<file path="src/rtl/pll_seq_pkg.sv">
package pll_seq_pkg;
  typedef enum logic [2:0] {
    S_IDLE   = 3'd0,
    S_SETTLE = 3'd1,
    S_POLL   = 3'd2,
    S_VPOLL  = 3'd3,
    S_DOFF   = 3'd4
  } seq_state_t;
endpackage

</file>
<file path="src/rtl/pll_seq_tick.sv">
// Microsecond tick: one-cycle pulse every CYC_PER_US clocks after a restart.
module pll_seq_tick #(
  parameter int CYC_PER_US = 100
) (
  input  logic clk,
  input  logic rst,
  input  logic clr,
  output logic tick
);
  localparam int W = (CYC_PER_US > 2) ? $clog2(CYC_PER_US) : 1;
  localparam logic [W-1:0] LAST = W'(CYC_PER_US - 1);

  logic [W-1:0] cnt;

  always_ff @(posedge clk) begin
    if (rst || clr)       cnt <= '0;
    else if (cnt == LAST) cnt <= '0;
    else                  cnt <= cnt + 1'b1;
  end

  assign tick = (cnt == LAST);
endmodule

</file>
<file path="src/rtl/pll_seq_uscnt.sv">
// Counts elapsed microsecond ticks since the last restart, saturating.
module pll_seq_uscnt #(
  parameter int MAX_US = 100,
  localparam int CW = $clog2(MAX_US + 1)
) (
  input  logic          clk,
  input  logic          rst,
  input  logic          clr,
  input  logic          tick,
  output logic [CW-1:0] us_cnt
);
  localparam logic [CW-1:0] TOP = CW'(MAX_US);

  always_ff @(posedge clk) begin
    if (rst || clr)                  us_cnt <= '0;
    else if (tick && us_cnt != TOP)  us_cnt <= us_cnt + 1'b1;
  end
endmodule

</file>
<file path="src/rtl/pll_seq_fsm.sv">
module pll_seq_fsm
  import pll_seq_pkg::*;
#(
  parameter int SETTLE_US = 5,
  parameter int OFF_US    = 1,
  parameter int POLL_MAX  = 100,
  parameter int CW        = 7
) (
  input  logic          clk,
  input  logic          rst,
  input  logic          en_req,
  input  logic          dis_req,
  input  logic          vote_mode,
  input  logic          lock_det,
  input  logic          active_flag,
  input  logic          tick,
  input  logic [CW-1:0] us_cnt,
  output logic          tmr_clr,
  output logic          bypass_rel,
  output logic          reset_rel,
  output logic          out_en,
  output logic          vote_req,
  output logic          done,
  output logic          busy,
  output logic          timeout
);
  localparam logic [CW-1:0] SETTLE_C = CW'(SETTLE_US);
  localparam logic [CW-1:0] OFF_C    = CW'(OFF_US);
  localparam logic [CW-1:0] LAST_C   = CW'(POLL_MAX - 1);

  seq_state_t state;
  logic acc_en, acc_dis, settle_ok, off_ok, poll_last, all_on;

  always_comb begin
    acc_en    = (state == S_IDLE) && en_req;
    acc_dis   = (state == S_IDLE) && !en_req && dis_req;
    settle_ok = (state == S_SETTLE) && (us_cnt >= SETTLE_C);
    off_ok    = (state == S_DOFF) && (us_cnt >= OFF_C);
    poll_last = (us_cnt == LAST_C);
    all_on    = bypass_rel && reset_rel && out_en;
    tmr_clr   = acc_en || acc_dis || settle_ok;
  end

  always_ff @(posedge clk) begin
    if (rst) begin
      state      <= S_IDLE;
      bypass_rel <= 1'b0;
      reset_rel  <= 1'b0;
      out_en     <= 1'b0;
      vote_req   <= 1'b0;
      done       <= 1'b0;
      timeout    <= 1'b0;
    end else begin
      done <= 1'b0;
      case (state)
        S_IDLE: begin
          if (acc_en) begin
            timeout <= 1'b0;
            if (vote_mode) begin
              vote_req <= 1'b1;
              state    <= S_VPOLL;
            end else if (all_on) begin
              done <= 1'b1;
            end else begin
              bypass_rel <= 1'b1;
              state      <= S_SETTLE;
            end
          end else if (acc_dis) begin
            timeout <= 1'b0;
            if (vote_mode) begin
              vote_req <= 1'b0;
              done     <= 1'b1;
            end else begin
              out_en <= 1'b0;
              state  <= S_DOFF;
            end
          end
        end
        S_SETTLE: begin
          if (settle_ok) begin
            reset_rel <= 1'b1;
            state     <= S_POLL;
          end
        end
        S_POLL: begin
          if (tick) begin
            if (lock_det) begin
              out_en <= 1'b1;
              done   <= 1'b1;
              state  <= S_IDLE;
            end else if (poll_last) begin
              timeout    <= 1'b1;
              bypass_rel <= 1'b0;
              reset_rel  <= 1'b0;
              out_en     <= 1'b0;
              vote_req   <= 1'b0;
              state      <= S_IDLE;
            end
          end
        end
        S_VPOLL: begin
          if (tick) begin
            if (active_flag) begin
              done  <= 1'b1;
              state <= S_IDLE;
            end else if (poll_last) begin
              timeout    <= 1'b1;
              bypass_rel <= 1'b0;
              reset_rel  <= 1'b0;
              out_en     <= 1'b0;
              vote_req   <= 1'b0;
              state      <= S_IDLE;
            end
          end
        end
        S_DOFF: begin
          if (off_ok) begin
            bypass_rel <= 1'b0;
            reset_rel  <= 1'b0;
            done       <= 1'b1;
            state      <= S_IDLE;
          end
        end
        default: state <= S_IDLE;
      endcase
    end
  end

  assign busy = (state != S_IDLE);
endmodule

</file>
<file path="src/rtl/pll_seq.sv">
module pll_seq #(
  parameter int CYC_PER_US = 100,
  parameter int SETTLE_US  = 5,
  parameter int OFF_US     = 1,
  parameter int POLL_MAX   = 100
) (
  input  logic clk,
  input  logic rst,
  input  logic en_req,
  input  logic dis_req,
  input  logic vote_mode,
  input  logic lock_det,
  input  logic active_flag,
  output logic bypass_rel,
  output logic reset_rel,
  output logic out_en,
  output logic vote_req,
  output logic done,
  output logic busy,
  output logic timeout
);
  localparam int MAX_A  = (SETTLE_US > OFF_US) ? SETTLE_US : OFF_US;
  localparam int MAX_US = (MAX_A > POLL_MAX) ? MAX_A : POLL_MAX;
  localparam int CW     = $clog2(MAX_US + 1);

  logic          tick;
  logic          tmr_clr;
  logic [CW-1:0] us_cnt;

  pll_seq_tick #(.CYC_PER_US(CYC_PER_US)) u_tick (
    .clk(clk), .rst(rst), .clr(tmr_clr), .tick(tick)
  );

  pll_seq_uscnt #(.MAX_US(MAX_US)) u_uscnt (
    .clk(clk), .rst(rst), .clr(tmr_clr), .tick(tick), .us_cnt(us_cnt)
  );

  pll_seq_fsm #(
    .SETTLE_US(SETTLE_US), .OFF_US(OFF_US), .POLL_MAX(POLL_MAX), .CW(CW)
  ) u_fsm (
    .clk(clk), .rst(rst), .en_req(en_req), .dis_req(dis_req),
    .vote_mode(vote_mode), .lock_det(lock_det), .active_flag(active_flag),
    .tick(tick), .us_cnt(us_cnt), .tmr_clr(tmr_clr),
    .bypass_rel(bypass_rel), .reset_rel(reset_rel), .out_en(out_en),
    .vote_req(vote_req), .done(done), .busy(busy), .timeout(timeout)
  );
endmodule

</file>
<file path="config.mk">
export PLATFORM = sky130hd
export DESIGN_NAME = pll_seq
export DESIGN_NICKNAME = d
export VERILOG_FILES = /design/src/rtl/pll_seq_pkg.sv /design/src/rtl/pll_seq_tick.sv /design/src/rtl/pll_seq_uscnt.sv /design/src/rtl/pll_seq_fsm.sv /design/src/rtl/pll_seq.sv
export SDC_FILE = /design/constraint.sdc
export NUM_CORES = 1
export LEC_CHECK = 0
export BUFFER_PORTS_ARGS = -buffer_cell sky130_fd_sc_hd__buf_2
export CORE_MARGIN = 5
export CORE_UTILIZATION = 58
export DETAILED_ROUTE_END_ITERATION = 8
export PLACE_DENSITY_LB_ADDON = 0.3
export SYNTH_ARGS = -nofsm -noshare
export SYNTH_HDL_FRONTEND = slang
export SYNTH_SLANG_ARGS = --single-unit
</file>
<file path="constraint.sdc">
create_clock -name clk -period 3.01 [get_ports clk]
set_clock_uncertainty 0.2 [all_clocks]
set_input_delay 0.602 -clock clk [delete_from_list [all_inputs] [get_ports clk]]
set_output_delay 0.602 -clock clk [all_outputs]
set_load 0.02 [all_outputs]
</file>
* After elaboration in Yosys (flattened, before gate mapping)
Index checks and enable logic that the tools add are counted.
Cells by class: add/subtract/negate cells 2, order comparisons 2, equality and inequality tests 23, multiplexer cells 68, reductions and logical operators 24
Operators with widths (number):
- 2-to-1 mux 1 bit | 49
- 2-to-1 mux 3 bit | 12
- AND reduction 7 bit | 3
- one-hot mux 3 bit (5 select lines) | 1
- adder 7 x 1 -> 7 bit, second input constant | 2
- equality test 7 bit, second input constant | 2
- != test 2 bit, second input constant | 7
- one-hot mux 1 bit (4 select lines) | 3
- one-hot mux 1 bit (3 select lines) | 3
- AND reduction 9 bit | 1
- logical AND 1 bit | 8
- != test 2 x 1 -> 1 bit, second input constant | 4
- AND reduction 8 bit | 1
- nonzero test 4 bit | 2
- greater-or-equal comparator 7 x 1 -> 1 bit, second input constant | 1
- greater-or-equal comparator 7 x 3 -> 1 bit, second input constant | 1
- != test 7 bit, second input constant | 1
- equality test 3 x 2 -> 1 bit, second input constant | 2
- != test 3 bit, second input constant | 2
- AND reduction 6 bit | 1
- nonzero test 3 bit | 2
- != test 4 bit, second input constant | 1
- equality test 3 x 1 -> 1 bit, second input constant | 1
- equality test 3 bit, second input constant | 1
- 6 further kinds | 8
Storage, ports and cells: register bits after elaboration 23, output and inout bits 7

* Depth between registers and ports, before layout
Gate-level depths: netlist of the first run.
word-level depth 7, gate-level depth with buffers 8, gate-level depth less buffers 7

* Hierarchy
Synthesis of the first run repeated with hierarchy kept, for this count alone.
Unflattened totals: cells, all modules 165, area total of the unflattened synthesis 1427.6 um^2
Modules (own cells, without submodules):
- pll_seq_fsm | times used 1, cells each 88, area each 748.2 um^2
- pll_seq_uscnt | times used 1, cells each 43, area each 371.6 um^2
- pll_seq_tick | times used 1, cells each 34, area each 307.8 um^2

* Worst setup path before layout of the first run
OpenSTA, ideal clock, no wires.
path type register -> register, from register u_uscnt.us_cnt[1], to register u_tick.cnt[2], data arrival time 1.861 ns, data required time 2.748 ns, setup slack 0.888 ns, cell stages (with the launch flop) 9, path through dfxtp_1 > inv_1 > ha_1 > o31ai_1 > a2111oi_2 > a211o_4 > or2_1 > buf_6 > nor2_2
Between the ends: cells in the longest elaborated chain, start to end 5
RTL lines:
- from (decl) | line pll_seq_uscnt.sv:10 | output logic [CW-1:0] us_cnt
- from (signal assigned) | line pll_seq_uscnt.sv:16 | else if (tick && us_cnt != TOP) us_cnt <= us_cnt + 1'b1;
- greater-or-equal comparator 7 x 3 -> 1 bit | line pll_seq_fsm.sv:37 | settle_ok = (state == S_SETTLE) && (us_cnt >= SETTLE_C);
- logical AND 1 bit | line pll_seq_fsm.sv:37
- logical OR 1 bit | line pll_seq_fsm.sv:41 | tmr_clr = acc_en || acc_dis || settle_ok;
- logical OR 1 bit | line pll_seq_tick.sv:16 | if (rst || clr) cnt <= '0;
- OR reduction 2 bit (no source line)
- to (signal assigned) | line pll_seq_tick.sv:18 | else cnt <= cnt + 1'b1;
- to (decl) | line pll_seq_tick.sv:13 | logic [W-1:0] cnt;
No other way between the ends. A chain may end at the register's enable or synchronous reset.

* Final worst setup path of the first run
from register u_uscnt.us_cnt[1], to register u_tick.cnt[4]
Same word-level chain as after synthesis.

==> out/qor.txt, run 1 <==
Final worst path period need - 2.383 ns
Largest net degree at the start of global routing - 17
Die Width - 59.24 um
Crit Reg-Reg Endpoint - u_tick.cnt[4]
Detail Route Antenna Nets - 0
Dpl hpwl - 2231 um
Synth top area share - 0.3274
Mapped Area - 1406 sq um
CTS Sinks - 23
R2R Path Start - u_uscnt.us_cnt[1]
Crit path to - u_tick.cnt[4]
Wire length of the first global-routing pass - 5181 um
Setup CP Type - reg -> reg
WL per Instance - 14.42 um
Layout cell share with drive strength beyond 1 - 0.1899
Core Footprint - 2255 sq um
Port Buffers - 13
DR vias/cell - 6.145
Sequential fraction of the synthesis area - 0.3274
Top cells by area, synth - dfxtp_1 33%, nor2_1 5.6%, xor2_1 4.4%, ha_1 3.6%, nand2_1 3.5%
Gp weighted congestion - 0.9466
Final count of pins violating max slew - 0
Syn nets - 178
Largest area contributor in the netlist - dfxtp_1
Yosys warnings - 0
Netlist cell types - 47
Ports - 14
CTS H-tree lvls - 1
Synth Instances - 167
# Post-CTS Setup Buffers - 0
# DRC - 0
Initial core utilization - 0.6238
Crit path DAT - 2.45 ns
Top_reg_cell synth - dfxtp_1
Total track usage - 0.1929
Setup crit end kind - flop
Via count - 1272
N_diodes - 0
WHS - 0.2748 ns
Relative slew slack - 0.6591
Dpl cell area - 1476 sq um
Top-count cell post-synth - dfxtp_1
CP peak stage delay - 0.46 ns
Hold Fails Final Rpt - 0
Fin crit share - 0.7919
Pwr dens - 578.7 nW/um^2
DIE AREA - 3509 sq um
Clk slew on worst S/H paths - 0.12 ns
Total grt overflow - 0
R2R Setup Slk - 0.63 ns
Worst-Skew Late Latency - 0.32 ns
Sum Neg Setup Slack - 0 ns
Die height - 59.24 um
Total power - 869.6 uW
Rows - 17
Worst r2r path cells - 7
CTS tree - yes
Post-cts resize count - 0
Crit. Startpoint - u_uscnt.us_cnt[1]
Worst Path Max Fanout - 8
Max Fclk - 419.6 MHz
Final net count - 191
Drt first pass iters - 4
Max-Cap Viols - 0
Initial DRC count - 73
Vias in the first global route - 1182
P&R area growth vs syn - 6.850%
Max VDD drop - 0.3380 mV
Final setup fails - 0
Slowest stage cell, crit path - dfxtp_1
Synth cell count leaders - 23 x dfxtp_1, 21 x nor2_1, 13 x nand2_1, 9 x a21oi_1, 9 x inv_1
Final Instance Area - 1503 sq um
Post-Syn Area per Cell - 8.421 sq um
Post-synthesis async set-or-reset flop share - 0
Initial antenna violation count - 0
Hold Path Class - reg -> reg
Register bit count reported by yosys - 23
Post-CTS Hold Buffers - 0
Post-synth EDFFs - 0
Worst-Margin Slew - 0.4985 ns
Clk buf depth - 2
Worst Path Required - 3.08 ns
LEAKAGE - 0.5549 nW
Startpoint Class - flop
WL final - 2985 um
Clock tree root buffer cell - clkbuf_4
Status - finished clean
Worst path cell trace - inv_1, ha_1, o31ai_1, a2111oi_2, a211o_4, or2_1, nor2_2
RSZ-0062 raised after global routing - no
CTS Buf Count - 3
## registers in the layout (all words and copies together) (netlist names)
register,cells
u_tick.cnt,7
u_fsm.bypass_rel,1
u_fsm.state,3
u_fsm.timeout,1
u_fsm.done,1
u_fsm.vote_req,1
u_uscnt.us_cnt,7
u_fsm.out_en,1
u_fsm.reset_rel,1
## how the worst min path moves through the flow
stage,startpoint,depth (start not counted),end,slack (ns)
after detailed placement,u_tick.cnt[0],1,u_tick.cnt[0],0.25
final,u_tick.cnt[0],1,u_tick.cnt[0],0.27
after CTS,u_tick.cnt[0],1,u_tick.cnt[0],0.28
after floorplan,u_tick.cnt[0],1,u_tick.cnt[0],0.23
after global routing,u_tick.cnt[0],1,u_tick.cnt[0],0.30
after global placement,u_tick.cnt[0],1,u_tick.cnt[0],0.24
## report_power, final
| group | leakage (nW) | switching, mW | internal (mW) |
|---|---|---|---|
| registers | 0.186 | 0.0596 | 0.335 |
| logic | 0.354 | 0.197 | 0.131 |
| clock network | 0.0150 | 0.0938 | 0.0519 |
## worst max-delay path: cells and delay by family (launching register included)
family | cells | cell delay, ns
fa+ha+maj | 1 | 0.21
buf+inv | 1 | 0.10
flops | 1 | 0.46
simple gates | 2 | 0.52
compound gates | 3 | 0.85
## layer usage
layer / up-vias / wire, um / global-route usage
li1: 630 / - / -
met3: 7 / 220 / 0.03922
met4: 0 / 75 / 0.1165
met2: 53 / 1469 / 0.3105
met1: 582 / 1220 / 0.2338
met5: - / 0 / 0
## area by class of cell
class | instances | area (sq um)
Multi-Input combinational cell | 129 | 874.6
Fill cell | 188 | 752.0
Sequential cell | 23 | 460.4
Timing Repair Buffer | 14 | 72.57
Tap cell | 28 | 35.03
Inverter | 9 | 33.78
Clock buffer | 4 | 26.28
## cells in the final DEF (no fill, tap or decap), types with 2 or more instances in the layout
master,n
dfxtp_1,23
nor2_1,21
nand2_1,13
buf_2,13
inv_1,9
a21oi_1,9
o21ai_0,8
xor2_1,7
nor2_2,6
nor3_1,5
nand3_1,5
xnor2_1,4
nand4_1,4
ha_1,4
a211oi_1,3
mux2i_1,3
nand2b_1,3
clkbuf_4,3
a2111oi_2,2
and3b_1,2
and3_1,2
o311ai_0,2
a31oi_1,2
## through the flow
stage / std cells / setup slack [ns] / utilization
after floorplan: 167 / 0.8877 / -
after global placement: 203 / 0.7223 / 0.6548
after detailed placement: 203 / 0.6549 / 0.6548
after CTS: 207 / 0.6199 / 0.6665
after global routing: 207 / 0.4923 / 0.6665
final: 207 / 0.6265 / 0.6665
## kinds of logic (layout without fill, tap and decap cells)
group | count (synthesis) | in the layout | share of synthesized area
AOI/OAI and AO/OA | 37 | 37 | 0.2011
xor gates and xnor gates | 11 | 11 | 0.06850
adders and majority gates | 4 | 4 | 0.03559
buffers and inverters | 15 | 27 | 0.05071
DFF | 23 | 23 | 0.3274
muxes | 3 | 3 | 0.02135
and+or+nand+nor | 74 | 74 | 0.2954
(Power assumes the default switching activity.)
==> run 2, diff against run 1 <==
--- a/config.mk
+++ b/config.mk
@@ -7,7 +7,7 @@
 export LEC_CHECK = 0
 export BUFFER_PORTS_ARGS = -buffer_cell sky130_fd_sc_hd__buf_2
 export CORE_MARGIN = 5
-export CORE_UTILIZATION = 58
+export CORE_UTILIZATION = 52
 export DETAILED_ROUTE_END_ITERATION = 8
 export PLACE_DENSITY_LB_ADDON = 0.3
 export SYNTH_ARGS = -nofsm -noshare
==> constraint.sdc (replaced) <==
create_clock -name clk -period 2.11 [get_ports clk]
set_clock_uncertainty 0.2 [all_clocks]
set_input_delay 0.422 -clock clk [delete_from_list [all_inputs] [get_ports clk]]
set_output_delay 0.422 -clock clk [all_outputs]
set_load 0.02 [all_outputs]
==> run 2 against run 1 <==
Clock power is 45% higher. Sequential power is 41% higher. Critical path depth is 1 lower. Critical endpoint is now u_fsm.vote_req. Die area is 9.6% higher. Final cell count is 4.8% higher. Combinational power is 63% higher. Fmax is 18% higher. Register-to-register slack worse by 0.53 ns. Design area is 6.2% higher. Via count is 0.55% higher. Hold slack worse by 0.093 ns. Flip-flop and latch count stayed put.
==> out/qor.txt, run 2 (synthesis gave the netlist of run 1 again) <==
Setup CP Type - reg -> reg
Worst r2r path cells - 6
Hold Fails Final Rpt - 0
Psw - 523.7 uW
Crit. Startpoint - u_tick.cnt[0]
CTS Sinks - 23
Final count of pins violating max slew - 0
Final worst path period need - 2.014 ns
Hold Crit Depth - 3
Clk slew on worst S/H paths - 0.13 ns
Dpl hpwl - 2310 um
CTS tree - yes
N_diodes - 0
R2R Setup Slk - 0.1 ns
Status - finished clean
Worst Path Required - 2.17 ns
WL final - 3120 um
CTS H-tree lvls - 1
Die height - 62.01 um
LEAKAGE - 0.5944 nW
WL per Instance - 14.38 um
R2R Path Start - u_tick.cnt[0]
Most frequent cells in the layout - 20 x nor2_1, 20 x dfxtp_1, 13 x nand2_1, 13 x buf_2
Clk pwr share - 0.163
Hold EP - u_fsm.state[2]
Combinational Power Share - 0.410
Vias in the first global route - 1226
Pint - 781.8 uW
Sw Ratio - 0.4011
Crit path DAT - 2.08 ns
Worst Path Max Fanout - 4
Wire length of the first global-routing pass - 5319 um
Setup crit end kind - flop
P&R area growth vs syn - 13.43%
Total grt overflow - 0
Core Footprint - 2522 sq um
Final setup fails - 0
Clk buf depth - 2
Rows - 18
Initial DRC count - 111
Detail Route Antenna Nets - 0
Worst-Margin Slew - 0.4347 ns
Worst-Skew Late Latency - 0.32 ns
Critical hold path startpoint - dis_req
Initial core utilization - 0.5575
Sum Neg Setup Slack - 0 ns
Startpoint Class - flop
RSZ-0062 raised after global routing - no
Largest regs - u_tick.cnt: 7 flops, u_uscnt.us_cnt: 7 flops, u_fsm.state: 3 flops
Die Width - 62.01 um
Total track usage - 0.1846
Ports - 14
Gp weighted congestion - 0.9068
Flop pwr share - 0.428
Drt first pass iters - 4
Max VDD drop - 0.5198 mV
DIE AREA - 3845 sq um
Fin crit share - 0.9545
Port Buffers - 13
Total power - 1.306 mW
DR vias/cell - 5.894
CTS Buf Count - 3
Initial antenna violation count - 0
Relative slew slack - 0.7065
Pwr dens - 818.4 nW/um^2
Crit Reg-Reg Endpoint - u_fsm.vote_req
Final net count - 199
WHS - 0.1815 ns
Max Fclk - 496.5 MHz
Via count - 1279
Largest net degree at the start of global routing - 14
# DRC - 0
Clock tree root buffer cell - clkbuf_4
Max-Cap Viols - 0
Hold Path Class - in -> reg
Layout cell share with drive strength beyond 1 - 0.2834
FILL cells - 237
==> run 2: how the worst max path moves through the flow <==
stage	end	slack, ns	depth (start not counted)
after floorplan	u_tick.cnt[2]	0.03	8
after global placement	u_fsm.reset_rel	0.09	5
after detailed placement	u_tick.cnt[3]	0.04	7
after CTS	u_tick.cnt[3]	0.02	7
after global routing	u_fsm.vote_req	0.002	6
final	u_fsm.vote_req	0.1	6
==> run 2: final cells by class <==
class	count	area [sq um]	area share
clock inverters	1	5.005	0.003137
well taps	30	37.54	0.02353
repair buffers	22	132.6	0.08314
clock buffers	3	22.52	0.01412
multi-input cells	129	899.6	0.5639
flip-flops and latches	23	464.2	0.2910
inverters	9	33.78	0.02118
==> run 2: critical path, cell delays in order (launching register included) <==
cell      delay, ns
dfxtp_1        0.39
ha_2           0.23
and4bb_2       0.26
and2_1         0.21
a31oi_1        0.12
or4_1          0.42
a21oi_1        0.12
==> run 2: power by group through the flow <==
| stage | logic [mW] | clock network (mW) | registers (mW) |
|---|---|---|---|
| after floorplan | 0.378 | 0 | 0.541 |
| after global placement | 0.519 | 0 | 0.552 |
| after detailed placement | 0.517 | 0 | 0.556 |
| after CTS | 0.523 | 0.218 | 0.549 |
| after global routing | 0.596 | 0.241 | 0.567 |
| final | 0.535 | 0.212 | 0.558 |
==> run 2: layer usage <==
metal / vias up / routed length, um / GRT usage
li1: 636 / - / -
met1: 605 / 1443 / 0.2269
met2: 34 / 1476 / 0.3107
met3: 4 / 165 / 0.03512
met4: 0 / 34 / 0.08182
met5: - / 0 / 0
==> run 2: what timing repair did <==
item                       in CTS  in global routing
setup endpoints to repair       1                 10
buffers inserted                0                  0
hold buffers                    0                  0
resized for setup               1                  8
pin swaps                       0                  1
==> run 2: per-stage QoR <==
step	utilization	instances	cell area, sq um	worst slack (ns)
global placement	0.6121	213	1544	0.09384
finish	0.6324	217	1595	0.09608
CTS	0.6250	217	1577	0.02023
floorplan	-	167	1411	0.03394
detailed placement	0.6121	213	1544	0.04129
global route	0.6324	217	1595	0.002044
==> run 3, diff against run 2 <==
--- a/config.mk
+++ b/config.mk
@@ -10,6 +10,7 @@
 export CORE_UTILIZATION = 52
 export DETAILED_ROUTE_END_ITERATION = 8
 export PLACE_DENSITY_LB_ADDON = 0.3
+export SETUP_SLACK_MARGIN = 0.5
 export SYNTH_ARGS = -nofsm -noshare
 export SYNTH_HDL_FRONTEND = slang
 export SYNTH_SLANG_ARGS = --single-unit
==> run 3 against run 2 <==
Sequential power grew 3%. Die area is the same. Final cell count grew 6.5%. Sequential share of layout area shrank 3.2 points. Flip-flop and latch count is the same. Register-to-register slack gained 0.11 ns. Global-route usage grew 4.0 points. Critical endpoint unchanged. Utilization grew 12 points. Hold slack gained 0.032 ns. Critical path type unchanged.
==> out/qor.txt, run 3 (synthesis gave the netlist of run 1 again) <==
Final worst path period need - 1.902 ns
Initial core utilization - 0.5575
WHS - 0.2138 ns
Clk slew on worst S/H paths - 0.14 ns
Die Width - 62.01 um
CTS tree - yes
Via count - 1427
Total grt overflow - 0
CP peak stage delay - 0.42 ns
Sum Neg Setup Slack - 0 ns
Vias in the first global route - 1411
Setup CP Type - reg -> reg
WL per Instance - 17.07 um
Largest net degree at the start of global routing - 17
Critical hold path startpoint - dis_req
Detail Route Antenna Nets - 0
Sequential Area - 491.7 sq um
CTS H-tree lvls - 1
Fin crit share - 0.9016
Max Fclk - 525.6 MHz
Gp weighted congestion - 0.9170
Drt first pass iters - 5
Initial antenna violation count - 0
Worst r2r path cells - 6
Relative slew slack - 0.7664
WL final - 3944 um
Slowest stage cell, crit path - or4_1
CTS Buf Count - 3
Max VDD drop - 0.7012 mV
Worst-Skew Late Latency - 0.32 ns
Worst-Margin Slew - 0.3450 ns
Largest regs - u_tick.cnt: 7 flops, u_uscnt.us_cnt: 7 flops, u_fsm.state: 3 flops
Hold Path Class - in -> reg
Post-CTS Hold Buffers - 0
Status - finished clean
CTS Sinks - 23
Core Footprint - 2522 sq um
Max-Cap Viols - 0
Hold EP - u_fsm.state[2]
Pwr dens - 790.5 nW/um^2
Final setup fails - 0
Most common cell after layout, fill and taps aside - buf_4
Rows - 18
Worst Path Max Fanout - 4
R2R Path Start - u_tick.cnt[1]
RSZ-0062 raised after global routing - yes
Crit Reg-Reg Endpoint - u_fsm.vote_req
Hold Fails Final Rpt - 0
N_diodes - 0
Clock tree root buffer cell - clkbuf_4
LEAKAGE - 0.6844 nW
Hold Crit Depth - 3
P&R area growth vs syn - 34.96%
Die height - 62.01 um
R2R Setup Slk - 0.21 ns
Clk buf depth - 2
DR vias/cell - 6.177
Ports - 14
Total track usage - 0.2248
Layout cell share with drive strength beyond 1 - 0.4876
Port Buffers - 13
Dpl hpwl - 2604 um
Wire length of the first global-routing pass - 6423 um
Multi-input combinational cell area - 1062 sq um
Final count of pins violating max slew - 0
Initial DRC count - 129
Setup crit end kind - flop
Worst Path Required - 2.18 ns
Crit path DAT - 1.97 ns
FILL cells - 181
Most frequent cells in the layout - 19 x buf_4, 16 x nor2_1, 14 x buf_2
# DRC - 0
Startpoint Class - flop
Final net count - 213
DIE AREA - 3845 sq um
Worst path cell trace - ha_4, and4bb_2, and2_4, a31oi_1, or4_1, a21oi_1
==> run 3: routing by layer <==
metal | track usage | wire length [um] | vias up | part of all wire
met5 | 0 | 0 | - | 0
met4 | 0.07273 | 95 | 0 | 0.024
met1 | 0.2799 | 1658 | 665 | 0.42
met2 | 0.3964 | 1877 | 78 | 0.48
li1 | - | - | 668 | -
met3 | 0.03099 | 312 | 16 | 0.079
==> run 3: worst max-delay path: cells and delay by family (launching register included) <==
kind / cells / cell delay, ns
AO/OA/AOI/OAI: 2 / 0.22
adder cells (fa/ha/maj): 1 / 0.16
flip-flops: 1 / 0.38
AND/OR/NAND/NOR: 3 / 0.88
==> run 3: how the worst max path moves through the flow <==
stage / startpoint / to / slack [ns] / cells after the start
2_1_floorplan: u_uscnt.us_cnt[1] / u_tick.cnt[2] / 0.16 / 8
3_3_place_gp: u_uscnt.us_cnt[1] / u_fsm.reset_rel / 0.03 / 7
3_5_place_dp: u_uscnt.us_cnt[1] / u_fsm.reset_rel / 0.005 / 7
4_1_cts: u_uscnt.us_cnt[1] / u_tick.cnt[5] / 0.23 / 7
5_1_grt: u_tick.cnt[1] / u_fsm.vote_req / 0.13 / 6
6_report: u_tick.cnt[1] / u_fsm.vote_req / 0.21 / 6
==> run 3: cell type report <==
cell class | instances | share of cell area
Tap cell | 30 | 0.01978
Inverter | 9 | 0.01780
Sequential cell | 23 | 0.2591
Multi-Input combinational cell | 129 | 0.5597
Timing Repair Buffer | 36 | 0.1299
Clock buffer | 4 | 0.01384
==> run 3: what timing repair did <==
item	CTS	global route
pin swaps	11	6
buffers inserted	13	3
gates resized for setup	29	16
endpoints found under the setup margin	24	24
==> run 3: metrics by stage <==
| stage | area, sq um | setup WS, ns | util | instances | power [mW] |
|---|---|---|---|---|---|
| detailed placement | 1598 | 0.004570 | 0.6334 | 211 | 1.106 |
| global route | 1898 | 0.1288 | 0.7525 | 231 | 1.585 |
| CTS | 1818 | 0.2318 | 0.7207 | 228 | 1.422 |
| floorplan | 1491 | 0.1605 | - | 167 | 0.9666 |
| global placement | 1598 | 0.03197 | 0.6334 | 211 | 1.087 |
| finish | 1898 | 0.2076 | 0.7525 | 231 | 1.500 |
==> run 3: power by group <==
group	leakage [nW]	internal, mW	switching (mW)	total, mW
combinational	0.475	0.316	0.399	0.715
clock	0.0150	0.0739	0.140	0.214
sequential	0.194	0.484	0.0884	0.572
total	0.684	0.873	0.627	1.50
